## src/rtl/irq_disp_pkg.sv

```systemverilog
package irq_disp_pkg;
  localparam int ENTRY_W   = 64;
  localparam int DEST_LSB  = 56;
  localparam int LEVEL_BIT = 15;
  localparam int LOGIC_BIT = 11;
  localparam int DLV_LSB   = 8;
  localparam logic [7:0] VEC_MIN = 8'h10;
  localparam logic [7:0] VEC_MAX = 8'hFE;

  typedef struct packed {
    logic [7:0] dest;
    logic       logical;
    logic [2:0] dlv;
    logic [7:0] vec;
    logic       level;
  } irq_msg_t;

  typedef enum logic [1:0] {ST_IDLE, ST_SEND, ST_WAIT, ST_ACK} disp_state_e;

  function automatic irq_msg_t unpack_entry(input logic [ENTRY_W-1:0] e);
    irq_msg_t m;
    m.dest    = e[DEST_LSB +: 8];
    m.logical = e[LOGIC_BIT];
    m.dlv     = e[DLV_LSB +: 3];
    m.vec     = e[7:0];
    m.level   = e[LEVEL_BIT];
    return m;
  endfunction

  function automatic logic vec_legal(input logic [7:0] v);
    return (v >= VEC_MIN) && (v <= VEC_MAX);
  endfunction
endpackage

```

## src/rtl/entry_screen.sv

```systemverilog
module entry_screen
  import irq_disp_pkg::*;
#(
  parameter int N_ENTRIES = 8
) (
  input  logic [N_ENTRIES-1:0]         pend_i,
  input  logic [N_ENTRIES*ENTRY_W-1:0] entries_i,
  output logic [N_ENTRIES-1:0]         elig_o
);
  for (genvar g = 0; g < N_ENTRIES; g++) begin : g_scr
    assign elig_o[g] = pend_i[g] && vec_legal(entries_i[g*ENTRY_W +: 8]);
  end
endmodule

```

## src/rtl/rr_pick.sv

```systemverilog
module rr_pick #(
  parameter int N_ENTRIES = 8,
  localparam int IDX_W = $clog2(N_ENTRIES)
) (
  input  logic [N_ENTRIES-1:0] elig_i,
  input  logic [IDX_W-1:0]     ptr_i,
  output logic                 hit_o,
  output logic [IDX_W-1:0]     idx_o
);
  int j;
  // descending walk so the nearest entry at or after ptr wins
  always_comb begin
    hit_o = 1'b0;
    idx_o = '0;
    j     = 0;
    for (int k = N_ENTRIES - 1; k >= 0; k--) begin
      j = int'(ptr_i) + k;
      if (j >= N_ENTRIES) j = j - N_ENTRIES;
      if (elig_i[IDX_W'(j)]) begin
        hit_o = 1'b1;
        idx_o = IDX_W'(j);
      end
    end
  end
endmodule

```

## src/rtl/msg_hold.sv

```systemverilog
module msg_hold
  import irq_disp_pkg::*;
#(
  parameter int IDX_W = 3
) (
  input  logic               clk_i,
  input  logic               rst_ni,
  input  logic               load_i,
  input  logic [ENTRY_W-1:0] entry_i,
  input  logic [IDX_W-1:0]   idx_i,
  output irq_msg_t           msg_o,
  output logic [IDX_W-1:0]   idx_o
);
  always_ff @(posedge clk_i or negedge rst_ni) begin
    if (!rst_ni) begin
      msg_o <= '0;
      idx_o <= '0;
    end else if (load_i) begin
      msg_o <= unpack_entry(entry_i);
      idx_o <= idx_i;
    end
  end
endmodule

```

## src/rtl/irq_msg_dispatch.sv

```systemverilog
module irq_msg_dispatch
  import irq_disp_pkg::*;
#(
  parameter int N_ENTRIES = 8
) (
  input  logic                           clk_i,
  input  logic                           rst_ni,
  input  logic [N_ENTRIES-1:0]           pend_i,
  input  logic [N_ENTRIES*64-1:0]        entries_i,
  output logic                           msg_valid_o,
  input  logic                           msg_ready_i,
  output logic [7:0]                     msg_dest_o,
  output logic                           msg_logical_o,
  output logic [2:0]                     msg_dlv_o,
  output logic [7:0]                     msg_vec_o,
  output logic                           msg_level_o,
  output logic [$clog2(N_ENTRIES)-1:0]   msg_idx_o,
  input  logic                           rsp_valid_i,
  input  logic                           rsp_ok_i,
  output logic                           acc_o,
  output logic                           acc_level_o
);
  localparam int IDX_W = $clog2(N_ENTRIES);
  localparam logic [IDX_W-1:0] LAST = IDX_W'(N_ENTRIES - 1);

  disp_state_e          state_q;
  logic [IDX_W-1:0]     ptr_q, pick_idx, hold_idx;
  logic [N_ENTRIES-1:0] elig;
  logic                 pick_hit, load;
  irq_msg_t             msg;

  entry_screen #(.N_ENTRIES(N_ENTRIES)) u_screen (
    .pend_i(pend_i), .entries_i(entries_i), .elig_o(elig)
  );

  rr_pick #(.N_ENTRIES(N_ENTRIES)) u_pick (
    .elig_i(elig), .ptr_i(ptr_q), .hit_o(pick_hit), .idx_o(pick_idx)
  );

  assign load = (state_q == ST_IDLE) && pick_hit;

  msg_hold #(.IDX_W(IDX_W)) u_hold (
    .clk_i(clk_i), .rst_ni(rst_ni), .load_i(load),
    .entry_i(entries_i[pick_idx*ENTRY_W +: ENTRY_W]), .idx_i(pick_idx),
    .msg_o(msg), .idx_o(hold_idx)
  );

  always_ff @(posedge clk_i or negedge rst_ni) begin
    if (!rst_ni) begin
      state_q <= ST_IDLE;
      ptr_q   <= '0;
    end else begin
      unique case (state_q)
        ST_IDLE: if (pick_hit) state_q <= ST_SEND;
        ST_SEND: if (msg_ready_i) state_q <= ST_WAIT;
        ST_WAIT: if (rsp_valid_i) begin
          ptr_q   <= (hold_idx == LAST) ? '0 : hold_idx + 1'b1;
          state_q <= rsp_ok_i ? ST_ACK : ST_IDLE;
        end
        ST_ACK:  state_q <= ST_IDLE;
        default: state_q <= ST_IDLE;
      endcase
    end
  end

  assign msg_valid_o   = (state_q == ST_SEND);
  assign acc_o         = (state_q == ST_ACK);
  assign acc_level_o   = acc_o && msg.level;
  assign msg_dest_o    = msg.dest;
  assign msg_logical_o = msg.logical;
  assign msg_dlv_o     = msg.dlv;
  assign msg_vec_o     = msg.vec;
  assign msg_level_o   = msg.level;
  assign msg_idx_o     = hold_idx;

  // checker-only history
  logic [N_ENTRIES-1:0] pend_d;
  logic                 wait_d;
  always_ff @(posedge clk_i or negedge rst_ni) begin
    if (!rst_ni) begin
      pend_d <= '0;
      wait_d <= 1'b0;
    end else begin
      pend_d <= pend_i;
      wait_d <= (state_q == ST_WAIT);
    end
  end

  assert_stall_hold_R4: assert property (@(posedge clk_i) disable iff (!rst_ni)
    msg_valid_o && !msg_ready_i |=> msg_valid_o &&
      $stable({msg_dest_o, msg_logical_o, msg_dlv_o, msg_vec_o, msg_level_o, msg_idx_o}));

  assert_one_flight_R4: assert property (@(posedge clk_i) disable iff (!rst_ni)
    msg_valid_o && msg_ready_i |=> !msg_valid_o);

  assert_acc_pulse_R5: assert property (@(posedge clk_i) disable iff (!rst_ni)
    acc_o |=> !acc_o && !msg_valid_o);

  assert_acc_after_ok_R5: assert property (@(posedge clk_i) disable iff (!rst_ni)
    acc_o |-> wait_d && $past(rsp_valid_i && rsp_ok_i));

  assert_vec_legal_R8: assert property (@(posedge clk_i) disable iff (!rst_ni)
    msg_valid_o |-> (msg_vec_o >= VEC_MIN) && (msg_vec_o <= VEC_MAX));

  assert_pick_pending_R2: assert property (@(posedge clk_i) disable iff (!rst_ni)
    $rose(msg_valid_o) |-> pend_d[msg_idx_o]);

  assert_stray_rsp_R9: assert property (@(posedge clk_i) disable iff (!rst_ni)
    $rose(acc_o) |-> wait_d);
endmodule

```

## config.mk

```make
export PLATFORM = sky130hd
export DESIGN_NAME = irq_msg_dispatch
export DESIGN_NICKNAME = d
export VERILOG_FILES = /design/src/rtl/irq_disp_pkg.sv /design/src/rtl/entry_screen.sv /design/src/rtl/rr_pick.sv /design/src/rtl/msg_hold.sv /design/src/rtl/irq_msg_dispatch.sv
export SDC_FILE = /design/constraint.sdc
export NUM_CORES = 1
export LEC_CHECK = 0
export BUFFER_PORTS_ARGS = -buffer_cell sky130_fd_sc_hd__clkbuf_2
export CAP_MARGIN = 0
export CELL_PAD_IN_SITES_DETAIL_PLACEMENT = 0
export CELL_PAD_IN_SITES_GLOBAL_PLACEMENT = 1
export CORE_AREA = 2 2 214 216
export CTS_CLUSTER_SIZE = 40
export DETAILED_ROUTE_END_ITERATION = 7
export DIE_AREA = 0 0 216 218
export PLACE_DENSITY_LB_ADDON = 0.08
export REMOVE_ABC_BUFFERS = 1
export SLEW_MARGIN = 20
export SYNTH_ARGS = -nofsm -noshare
export SYNTH_HDL_FRONTEND = slang
export SYNTH_SLANG_ARGS = --single-unit
```

## constraint.sdc

```tcl
create_clock -name clk_i -period 5.6 [get_ports clk_i]
set_input_delay 0 -clock clk_i [delete_from_list [all_inputs] [get_ports clk_i]]
set_output_delay 0 -clock clk_i [all_outputs]
set_load 0.02 [all_outputs]
```

======== Yosys cells after proc, flatten, opt, wreduce, memory -nomap -nowiden ========
Index checks and enable logic that the tools add are counted.
storage, ports and cells
  register bits ........................... 29
cells by class
  add/sub/neg operators ................... 16
  reduce and logical (&&, ||, !) cells .... 21
  shift-type cells ........................ 1
  magnitude comparators ................... 32
  muxes and demuxes ....................... 54
  equality and inequality tests ........... 7
operator list
  operator                                                           count
  indexed part select 512 x 10 -> 64 bit                             1
  greater-or-equal comparator 8 x 5 -> 1 bit, second input constant  8
  <= comparator 8 bit, second input constant                         8
  2-to-1 mux 3 bit                                                   17
  less-than comparator 3 x 5 -> 1 bit, second input constant         8
  greater-or-equal comparator 4 bit, second input constant           7
  binary-select mux 1 bit (select 3 bit)                             8
  2-to-1 mux 1 bit                                                   24
  subtractor 3 x 1 -> 3 bit, second input constant                   8
  logical AND 1 bit                                                  18
  adder 3 x 3 -> 4 bit, second input constant                        4
  adder 3 x 2 -> 4 bit, second input constant                        2
  2-to-1 mux 2 bit                                                   4
  case mux 2 bit (4 select lines)                                    1
  adder 3 x 1 -> 4 bit, second input constant                        1
  == test 2 bit, second input constant                               2
  greater-or-equal comparator 3 x 4 -> 1 bit, second input constant  1
  != test 2 bit, second input constant                               2
  adder 3 x 1 -> 3 bit, second input constant                        1
  == test 3 bit, second input constant                               1
  AND reduction 3 bit                                                1
  == test 2 x 1 -> 1 bit, second input constant                      1
  zero test 2 bit                                                    1
  != test 2 x 1 -> 1 bit, second input constant                      1
  AND reduction 2 bit                                                1

======== Longest topological paths before layout ========
Gate-level depths: netlist (run 1).
  depth in word-level cells ............... 16
  mapped depth ............................ 18

======== Modules after synthesis ========
From an unflattened synthesis (run 1), not the netlist that was laid out.
second synthesis, totals
  cell total of the unflattened synthesis .. 425
  area, all modules ....................... 6128.4 µm²
by module, submodules not included
  module            instances  sequential area each (µm²)  cells an instance  area each (µm²)
  irq_msg_dispatch  1          125.1                       252                4108.9
  msg_hold          1          600.6                       51                 997.2
  rr_pick           1          0.0                         90                 782.0
  entry_screen      1          0.0                         32                 240.2

======== Worst setup path before layout (run 1) ========
OpenSTA, ideal clock, no wires.
  path type ............................... register to register
  from .................................... register ptr_q[0]
  to ...................................... register u_hold.msg_o[7] in the netlist's numbering
  setup time .............................. 119 ps
  slack ................................... 1646 ps
  arrival time ............................ 3835 ps
  cell stages (with the launch flop) ...... 17
  buffers on the path ..................... 6
  cell sequence ........................... dfrtp_1 > clkbuf_1 > inv_2 > buf_1 > ha_1 > buf_2 > mux4_2 > a221oi_4 > nor4_2 > a311oi_1 > o211a_1 > buf_6 > buf_12 > buf_12 > mux2i_1 > o22ai_1 > o21a_1
on the way
  longest elaborated chain between the ends .. 15
  elaborated cells between the ends (all ways) .. 73
  classes of those cells .................. 15 x add/sub; 8 x order compare; 1 x shift; 48 x mux; 1 x reduce/logical
ends and longest elaborated chain
  element                                                                                RTL line                                        source
  start, declared                                                                        irq_msg_dispatch.sv:27                          logic [IDX_W-1:0] ptr_q, pick_idx, hold_idx;
  start signal, assigned                                                                 irq_msg_dispatch.sv:57                          ptr_q <= (hold_idx == LAST) ? '0 : hold_idx + 1'b1;
  adder 3 x 3 -> 4 bit                                                                   rr_pick.sv:17                                   j = int'(ptr_i) + k;
  greater-or-equal comparator 4 bit / subtractor 3 x 1 -> 3 bit (equally long branches)  rr_pick.sv:18                                   if (j >= N_ENTRIES) j = j - N_ENTRIES;
  2-to-1 mux 3 bit                                                                       rr_pick.sv:18
  binary-select mux 1 bit (select 3 bit)                                                 rr_pick.sv:19                                   if (elig_i[IDX_W'(j)]) begin
  2-to-1 mux 1 bit (not written as such) (2 in a row)                                    rr_pick.sv:19
  2-to-1 mux 3 bit / 2-to-1 mux 1 bit (equally long branches) (8 in a row)               rr_pick.sv:19
  indexed part select 512 x 10 -> 64 bit / logical AND 1 bit (equally long branches)     irq_msg_dispatch.sv:44, irq_msg_dispatch.sv:40
  end signal, assigned                                                                   msg_hold.sv:19                                  msg_o <= unpack_entry(entry_i);
  end, declared                                                                          msg_hold.sv:11                                  output irq_msg_t msg_o,
Parallel ways exist; a longest one is shown, timed or not. The select of a mux whose other input is x is not followed.
A chain may end at the register's enable or synchronous reset.

======== Final worst setup path (run 1) ========
  from .................................... register ptr_q[1]
  to ...................................... register u_hold.msg_o[16] in the netlist's numbering
Same word-level chain as after synthesis.

==> results of run 1 <==
==> layout make-up <==
cell class	count	area, um2	share of cell area, %
timing repair buffer	245	1390	22.2
tap	600	751	12.0
inverter	11	41.3	0.659
multi-input combinational	395	3180	50.7
clock buffer	7	143	2.28
clock inverter	1	30.0	0.479
sequential	29	726	11.6
antenna	3	7.51	0.120
==> synth_stat cells, drive strengths merged, types with 4 or more instances <==
library cell,n,area [um2]
a211oi,6,45.0
a21o,4,30.0
a21oi,16,80.1
a221o,14,140
a221oi,8,100
a22oi,6,45.0
a311oi,4,35.0
and2,7,47.6
buf,20,151
clkbuf,9,33.8
dfrtp,29,726
ha,4,50.1
inv,10,37.5
mux2,15,169
mux2i,76,764
mux4,6,139
nand2,28,105
nand2b,8,50.1
nand4,18,113
nor2,36,143
nor2b,11,68.8
nor3,9,56.3
o2111ai,5,43.8
o211a,7,70.1
o211ai,11,82.6
o21a,9,68.8
o21ai,15,82.6
o221ai,6,71.3
o22ai,17,106
o2bb2a,6,60.1
o2bb2ai,4,35.0
o311ai,6,52.6
o41a,8,90.1
==> power by group through the flow <==
stage               Sequential (uW)  Combinational (uW)  Clock [uW]
finish                          451                5270         334
global route                    470                5760         354
CTS                             457                5420         348
detailed placement              457                5410           0
global placement                456                5400           0
floorplan                       549                3120           0
==> worst max-delay path: cells and delay by family (launching register included) <==
kind / cells / cell delay, ns
AOI/OAI and AO/OA: 7 / 2.46
and+or+nand+nor: 3 / 0.98
xor gates and xnor gates: 1 / 0.57
DFF: 1 / 0.53
adders and majority gates: 1 / 0.31
buffers and inverters: 1 / 0.16
==> routing by layer <==
layer,vias up,wire length (um)
li1,2324,-
met2,184,11200
met3,18,1990
met1,2296,12000
met4,6,280
met5,-,34
==> worst max path at each step <==
stage	from	end	slack (ns)	cells past startpoint
detailed placement	ptr_q[1]	u_hold.msg_o[15]	0.41	13
global placement	ptr_q[1]	u_hold.msg_o[16]	0.41	13
floorplan	ptr_q[0]	u_hold.msg_o[13]	0.22	13
global route	ptr_q[1]	u_hold.msg_o[6]	0.19	13
CTS	ptr_q[1]	u_hold.msg_o[15]	0.39	13
finish	ptr_q[1]	u_hold.msg_o[16]	0.47	13
==> sequential cells by signal, indices dropped and copies added (netlist names) <==
| register | flops |
|---|---|
| state_q | 2 |
| u_hold.idx_o | 3 |
| ptr_q | 3 |
| u_hold.msg_o | 21 |
==> logic make-up (layout without fill, tap and decap cells) <==
family	count (synthesis)	count (layout)	share of synthesized area, %
AO/OA/AOI/OAI	161	161	32.3
buffers and inverters	40	264	5.49
multiplexers	97	97	26.0
flip-flops	29	29	17.6
XOR/XNOR	4	4	1.03
other	0	3	0
AND/OR/NAND/NOR	129	129	16.4
adder cells (fa/ha/maj)	4	4	1.21
==> repair_timing <==
item,CTS,global route
hold buffers,3,0
buffers inserted,0,0
endpoints found under the hold margin,31,0
==> metrics by stage <==
stage | hold slack (ns) | instances | power (uW) | utilization, % | setup WS [ns]
CTS | 0.0128 | 1288 | 6230 | 13.9 | 0.390
global placement | 0.193 | 1277 | 5850 | 13.5 | 0.408
global route | 0.0387 | 1288 | 6580 | 13.9 | 0.192
finish | 0.0202 | 1291 | 6050 | 14.0 | 0.470
floorplan | -0.296 | 435 | 3670 | - | 0.223
detailed placement | 0.188 | 1277 | 5860 | 13.5 | 0.414
==> summary.txt, run 1 <==
Status - finished, final reports clean
Reg2reg setup slack - 0.47 ns
Cell area after layout - 6270 um2
# IOs - 552
PostCTS Resize Cnt - 0
TNS Setup - 0 ns
Initial Util - 9.19%
Reg2Reg Depth - 13
Crit Path Class - flip-flop to flip-flop
Global-route track usage on met1 - 14.3%
Nets - 1216
Syn_area_per_cell - 8.89 um2
Worst-Skew Late Latency - 0.29 ns
Vias post-DR - 4828
First-pass GRT wire length - 36.5 mm
Cell mode on critical path - a21o_1
Clk Tree Root Cell - clkbuf_16
Met3 track demand over resource - 2.82%
Die area - 47100 um2
Cell leakage power - 0.00274 uW
Hold Path Depth - 3
Clock transition at path regs - 0.06 ns
Final worst-path cycle share - 91.6%
Final Skew - 0.00846 ns
Logic pwr share - 87.0%
Max-slew headroom - 41.0%
Worst Path Max Fanout - 14
Die height - 218 um
WP data arrival - 5.30 ns
HP Class - input port to flip-flop
GR peak layer - met2
Net switching power figure - 3210 uW
Critical-path cell list - ha_1 -> xnor2_1 -> o2111ai_1 -> a31oi_1 -> nor4_1 -> buf_4 -> a21o_1 -> a21o_1 -> a2111oi_4 -> nor2_4 -> nor2b_1 -> o2bb2a_1 -> o211a_1
Sequential area share after synthesis - 17.6%
# DRC - 0
Final setup vio count - 0
Sw frac - 53.0%
M2 GR Usage - 17.1%
Post-route ant nets - 0
Vias per cell - 3.74
Startpoint Class - flip-flop
Vias in the first global route - 5125
Most common cell after layout, fill and taps aside - clkbuf_2
Wire length per cell - 19.7 um
Post-Syn Instances - 464
Routed Wire Length - 25.5 mm
Critical Path RT - 5.77 ns
Min Tclk post-route - 5.13 ns
Int Power - 2840 uW
Grt ovf - 0
Slew Limit Fails - 0
Power density over the cells - 965 nW/um2
Peak VDD IR - 0.266 mV
Slowest CP cell - a2111oi_4
Initial DRC Count - 195
CTS tree - done
Largest net degree at the start of global routing - 30
Hold wc startpoint - rsp_valid_i
Most frequent cells in the layout - clkbuf_2, mux2i_1, nor2_1
DP Area - 6060 um2
Filler Cell Count - 5224
Fmax - 195 MHz
Yosys cell types - 71
RSZ-0062 raised after global routing - false
FF-to-FF End - u_hold.msg_o[16]
Hold endpoint - state_q[0]
Post-synth ARST share - 100%
Input/output buffers - 207
Rows - 78
CP max stage delay - 0.84 ns
Worst Tran Pin Value - 0.886 ns
Core area - 44900 um2
Placer Congestion - 0.781
Register share of total power - 7.5%
First drt pass iteration count - 4
#FFs+latches synth - 29
Initial antenna violation count - 5
Mapped cell area - 4120 um2
Gr usage total - 10.6%
Clk sinks - 29
Clk buf depth - 2
CTS H-tree lvls - 2
CP Capture Type - flip-flop
Clock power share - 5.5%
Predominant post-synthesis flop cell - dfrtp_1
CTS Buf Count - 5
EDFF count, synth - 0
DP HPWL - 22.0 mm
Max Cap Viol - 0
Area grow syn2layout - 52.0%
Final Hold Fails - 0
Die X - 216 um
Synth warn - 0
Layout cells sized above 1 - 42.3%
FF-to-FF Start - ptr_q[1]
No activity file was read; power rests on OpenSTA's default activity.
==> run 2, diff against run 1 <==
--- a/config.mk
+++ b/config.mk
@@ -10,6 +10,7 @@
 export CELL_PAD_IN_SITES_DETAIL_PLACEMENT = 0
 export CELL_PAD_IN_SITES_GLOBAL_PLACEMENT = 1
 export CORE_AREA = 2 2 214 216
+export CTS_BUF_LIST = sky130_fd_sc_hd__clkbuf_2
 export CTS_CLUSTER_SIZE = 40
 export DETAILED_ROUTE_END_ITERATION = 7
 export DIE_AREA = 0 0 216 218
==> run 2 against run 1 <==
Net effect: maximum frequency up 2.9%; clock skew rose by 0.021 ns; combinational power rose by 4.2%; clock power shrank 48%; final area up 4.9%; hold slack better by 0.017 ns; global-route usage up 0.071 points; non-clock buffer count grew 42; utilization grew 0.69 points; sequential share of layout area fell by 0.54 points; count of clock-buffer cells in the layout down 1; first-iteration DRC count rose by 2.6%; largest cell class unchanged.
==> summary.txt, run 2 (synthesized netlist as in run 1, its figures left out) <==
CP Capture Type - flip-flop
CTS tree - done
First-pass GRT wire length - 36.8 mm
Placer Congestion - 0.781
Largest regs - u_hold.msg_o: 21 flops, ptr_q: 3 flops, u_hold.idx_o: 3 flops
Slowest CP cell - dfrtp_1
HP Class - input port to flip-flop
CTS H-tree lvls - 2
Placed cell count - 1277
Core Util, Final - 14.6%
Most frequent cells in the layout - clkbuf_2, mux2i_1, dlygate4sd3_1
Slack of the critical path - 0.616 ns
Final Skew - 0.0290 ns
Max FFs per register - 21
Dpl ws - 0.414 ns
Net switching power figure - 3220 uW
Clock power share - 2.8%
Non-filler instance count after layout - 1333
Gr usage total - 10.7%
Final setup vio count - 0
Input/output buffers - 207
Worst path top cell family by delay - compound AO/OA/AOI/OAI gates
Startpoint Class - flip-flop
Max Cap Viol - 0
Critical Path RT - 5.93 ns
Clk sinks - 29
Grt ovf - 0
Hold endpoint - u_hold.msg_o[9]
Largest reg by FF count - u_hold.msg_o
TNS Setup - 0 ns
Hold wc startpoint - entries_i[456]
Sw frac - 52.7%
# IOs - 552
Die X - 216 um
First drt pass iteration count - 4
Clock transition at path regs - 0.22 ns
Wire length per cell - 19.3 um
Critical-path cell list - ha_1 -> xnor2_1 -> o2111ai_1 -> a31oi_1 -> nor4_1 -> buf_4 -> a211oi_1 -> nor3_4 -> nor2_4 -> buf_12 -> mux2_2 -> o2bb2ai_1 -> a221o_1 -> dlygate4sd3_1
Reg2Reg Depth - 14
Status - finished, final reports clean
Die area - 47100 um2
Core area - 44900 um2
Logic pwr share - 89.9%
Slew Limit Fails - 0
CTS Buf Count - 5
Vias in the first global route - 5277
Crit Path Class - flip-flop to flip-flop
Filler Cell Count - 5223
Routed Wire Length - 25.8 mm
Post-route ant nets - 0
Worst-Skew Late Latency - 0.41 ns
Reg2reg setup slack - 0.62 ns
Worst Tran Pin Value - 0.897 ns
Fmax - 201 MHz
Vias post-DR - 5077
Clk Tree Root Cell - clkbuf_2
Largest net degree at the start of global routing - 30
Peak VDD IR - 0.266 mV
Initial antenna violation count - 6
Area grow syn2layout - 59.5%
Clk buf depth - 2
WP buf/inv - 3
Initial DRC Count - 200
Initial Util - 9.19%
WP data arrival - 5.31 ns
Most common cell after layout, fill and taps aside - clkbuf_2
Final Hold Fails - 0
Final worst-path cycle share - 89.0%
Hold Path Depth - 4
Min Tclk post-route - 4.98 ns
DP HPWL - 22.0 mm
Die height - 218 um
Register share of total power - 7.3%
Cell leakage power - 0.00287 uW
CP max stage delay - 0.58 ns
Worst Path Max Fanout - 17
PostCTS Resize Cnt - 0
Layout cells sized above 1 - 40.0%
Power density over the cells - 929 nW/um2
Rows - 78
RSZ-0062 raised after global routing - false
Int Power - 2890 uW
Vias per cell - 3.81
FF-to-FF End - u_hold.msg_o[13]
FF-to-FF Start - ptr_q[1]
Max-slew headroom - 40.2%
# DRC - 0
Nets - 1258
==> run 2: per-layer routing <==
metal | GRT usage, % | up-vias | share of wire (%)
met4 | 1.94 | 6 | 0.94
met1 | 14.2 | 2444 | 47
li1 | - | 2414 | -
met3 | 2.72 | 15 | 7.6
met5 | 0 | - | 0.13
met2 | 17.4 | 198 | 45
==> run 2: how the worst max path moves through the flow <==
stage / from / endpoint / cells past startpoint
after floorplan: ptr_q[0] / u_hold.msg_o[13] / 13
after global placement: ptr_q[1] / u_hold.msg_o[16] / 13
after detailed placement: ptr_q[1] / u_hold.msg_o[15] / 13
after CTS: ptr_q[1] / u_hold.msg_o[13] / 15
after global routing: ptr_q[1] / u_hold.msg_o[13] / 12
final: ptr_q[1] / u_hold.msg_o[13] / 14
==> run 2: metrics by stage <==
stage               hold WS [ns]  total power (uW)  area (um2)
detailed placement         0.188              5860        6060
CTS                      0.00920              6270        6560
finish                    0.0375              6110        6580
floorplan                 -0.296              3670        3940
global route              0.0148              6660        6570
global placement           0.193              5850        6060
==> run 2: worst reg2reg max path, delay by kind of cell (launching register included) <==
| family | cells | cell delay [ns] |
|---|---|---|
| AOI/OAI and AO/OA | 5 | 1.73 |
| xor gates and xnor gates | 1 | 0.56 |
| adders and majority gates | 1 | 0.31 |
| buffers and inverters | 3 | 0.92 |
| DFF | 1 | 0.58 |
| muxes | 1 | 0.36 |
| and+or+nand+nor | 3 | 0.46 |
==> run 2: repair_timing <==
action,in CTS,in global routing
hold buffers,44,0
endpoints found under the hold margin,37,0
buffers inserted,0,1
endpoints found under the setup margin,0,3
==> run 2: area by class of cell <==
| cell class | instances | area [um2] | area share [%] |
|---|---|---|---|
| tap | 600 | 751 | 11.4 |
| sequential | 29 | 726 | 11.0 |
| multi-input combinational | 395 | 3180 | 48.3 |
| timing repair buffer | 287 | 1810 | 27.5 |
| clock buffer | 6 | 30.0 | 0.457 |
| inverter | 11 | 41.3 | 0.628 |
| clock inverter | 2 | 33.8 | 0.514 |
| antenna | 3 | 7.51 | 0.114 |
==> run 2: power groups by stage <==
stage | Sequential, uW | Clock [uW] | Combinational [uW]
2_1_floorplan | 549 | 0 | 3120
6_report | 447 | 173 | 5490
3_3_place_gp | 456 | 0 | 5400
5_1_grt | 468 | 191 | 6000
4_1_cts | 455 | 186 | 5630
3_5_place_dp | 457 | 0 | 5410
==> run 3, diff against run 2 <==
--- a/config.mk
+++ b/config.mk
@@ -14,8 +14,8 @@
 export CTS_CLUSTER_SIZE = 40
 export DETAILED_ROUTE_END_ITERATION = 7
 export DIE_AREA = 0 0 216 218
+export HOLD_SLACK_MARGIN = 0.12
 export PLACE_DENSITY_LB_ADDON = 0.08
-export REMOVE_ABC_BUFFERS = 1
 export SLEW_MARGIN = 20
 export SYNTH_ARGS = -nofsm -noshare
 export SYNTH_HDL_FRONTEND = slang
==> run 3 against run 2 <==
Net effect: maximum frequency down 3.8%; via count up 5.4%; combinational power up 5.8%; die area unchanged; critical path depth up 3; first-iteration DRC count up 27%; clock power down 25%; sequential power up 2%; hold slack better by 0.10 ns; worst setup slack worse by 0.20 ns.
==> summary.txt, run 3 (synthesized netlist as in run 1, its figures left out) <==
Status - finished, final reports clean
Vias per cell - 3.82
Clk Tree Root Cell - clkbuf_2
Area grow syn2layout - 75.4%
RSZ-0062 raised after global routing - false
Initial DRC Count - 253
Final Hold Fails - 0
CTS H-tree lvls - 2
CTS tree - done
Peak VDD IR - 0.494 mV
# IOs - 552
Worst-Skew Late Latency - 0.47 ns
Vias in the first global route - 5791
CP Capture Type - flip-flop
Most common cell after layout, fill and taps aside - clkbuf_2
Initial antenna violation count - 3
Wire length per cell - 19.4 um
Clk buf depth - 2
Routed Wire Length - 27.1 mm
Largest net degree at the start of global routing - 30
Grt ovf - 0
Dpl ws - 0.545 ns
Initial Util - 9.19%
Layout cells sized above 1 - 35.2%
Core area - 44900 um2
Power density over the cells - 884 nW/um2
Clk sinks - 29
Input/output buffers - 207
Final Skew - 0.0101 ns
DP HPWL - 22.4 mm
Final setup vio count - 0
First drt pass iteration count - 4
Tot Pwr - 6400 uW
Core Util, Final - 16.1%
Reg area - 726 um2
Post-route ant nets - 0
Cell area after layout - 7230 um2
Slack of the critical path - 0.419 ns
Syn Nets - 993
Min Tclk post-route - 5.18 ns
First-pass GRT wire length - 39.2 mm
CTS Buf Count - 5
Area of the multi-input gates - 3190 um2
Placer Congestion - 0.786
WP data arrival - 5.56 ns
Filler Cell Count - 5182
Die X - 216 um
Gr usage total - 11.3%
Die area - 47100 um2
Max-slew headroom - 39.1%
Most frequent cells in the layout - clkbuf_2, dlygate4sd3_1, mux2i_1
Cell leakage power - 0.00312 uW
DP Area - 5930 um2
Largest reg by FF count - u_hold.msg_o
Die height - 218 um
Clock transition at path regs - 0.19 ns
Vias post-DR - 5353
Fmax - 193 MHz
Rows - 78
Max FFs per register - 21
Largest regs - u_hold.msg_o: 21 flops, ptr_q: 3 flops, u_hold.idx_o: 3 flops
HP Class - input port to async pin
Max Cap Viol - 0
Startpoint Class - flip-flop
Nets - 1327
Final worst-path cycle share - 92.5%
TNS Setup - 0 ns
Worst Path Max Fanout - 14
Critical Path RT - 5.98 ns
Slew Limit Fails - 0
# DRC - 0
Worst Tran Pin Value - 0.914 ns
Crit Path Class - flip-flop to flip-flop
-- run 3: final cells by class --
| class | instances | share of cell area, % |
|---|---|---|
| tap | 600 | 10.4 |
| sequential | 29 | 10.0 |
| clock inverter | 1 | 0.0519 |
| antenna | 2 | 0.0692 |
| timing repair buffer | 356 | 34.4 |
| multi-input combinational | 395 | 44.1 |
| inverter | 11 | 0.571 |
| clock buffer | 6 | 0.415 |
-- run 3: report_power, final --
part / switching [uW] / internal [uW] / total, uW
clock: 100 / 28.9 / 129
sequential: 120 / 337 / 457
combinational: 3100 / 2710 / 5810
total: 3320 / 3070 / 6400
-- run 3: worst paths after layout --
| kind | start | cells after the start | slack (ns) | endpoint |
|---|---|---|---|---|
| worst min-delay path | rst_ni | 2 | 0.14 | u_hold.msg_o[9] |
| worst max register to register | ptr_q[1] | 17 | 0.42 | u_hold.msg_o[11] |
| min in group clk_i | entries_i[322] | 4 | 0.14 | u_hold.msg_o[3] |
| worst max-delay path | ptr_q[1] | 17 | 0.42 | u_hold.msg_o[11] |
| max in group asynchronous | rst_ni | 2 | 4.87 | ptr_q[1] |
| worst min register to register | u_hold.msg_o[17] | 1 | 0.56 | u_hold.msg_o[17] |
-- run 3: worst max-delay path, stage by stage, from the launching register on --
cell	delay, ns
dfrtp_1	0.61
inv_1	0.11
ha_1	0.32
clkinv_1	0.35
o211ai_1	0.29
a211oi_1	0.15
nor4_1	0.34
buf_4	0.20
nor2_1	0.04
a311oi_1	0.31
o211a_2	0.27
buf_4	0.27
mux2i_1	0.23
dlygate4sd3_1	0.61
nor2_1	0.05
a221o_1	0.26
dlygate4sd3_1	0.57
o211a_1	0.11
-- run 3: per-stage QoR --
step,std cells,hold WS (ns)
3_5_place_dp,1265,0.173
6_report,1400,0.142
3_3_place_gp,1265,0.165
2_1_floorplan,464,-0.296
4_1_cts,1395,0.123
5_1_grt,1400,0.136
-- run 3: metal layers --
layer  global-route usage, %  up-vias  part of all wire [%]
met3                    2.23       26                   5.6
met1                    14.0     2594                    43
met2                    19.6      191                    48
met4                    3.84        0                   2.9
li1                        -     2542                     -
met5                       0        -                     0
-- run 3: timing repair --
action	4_1_cts	5_1_grt
endpoints found under the setup margin	0	10
gates resized for setup	0	1
hold buffers	123	0
hold endpoints to repair	55	0
buffers inserted	0	3
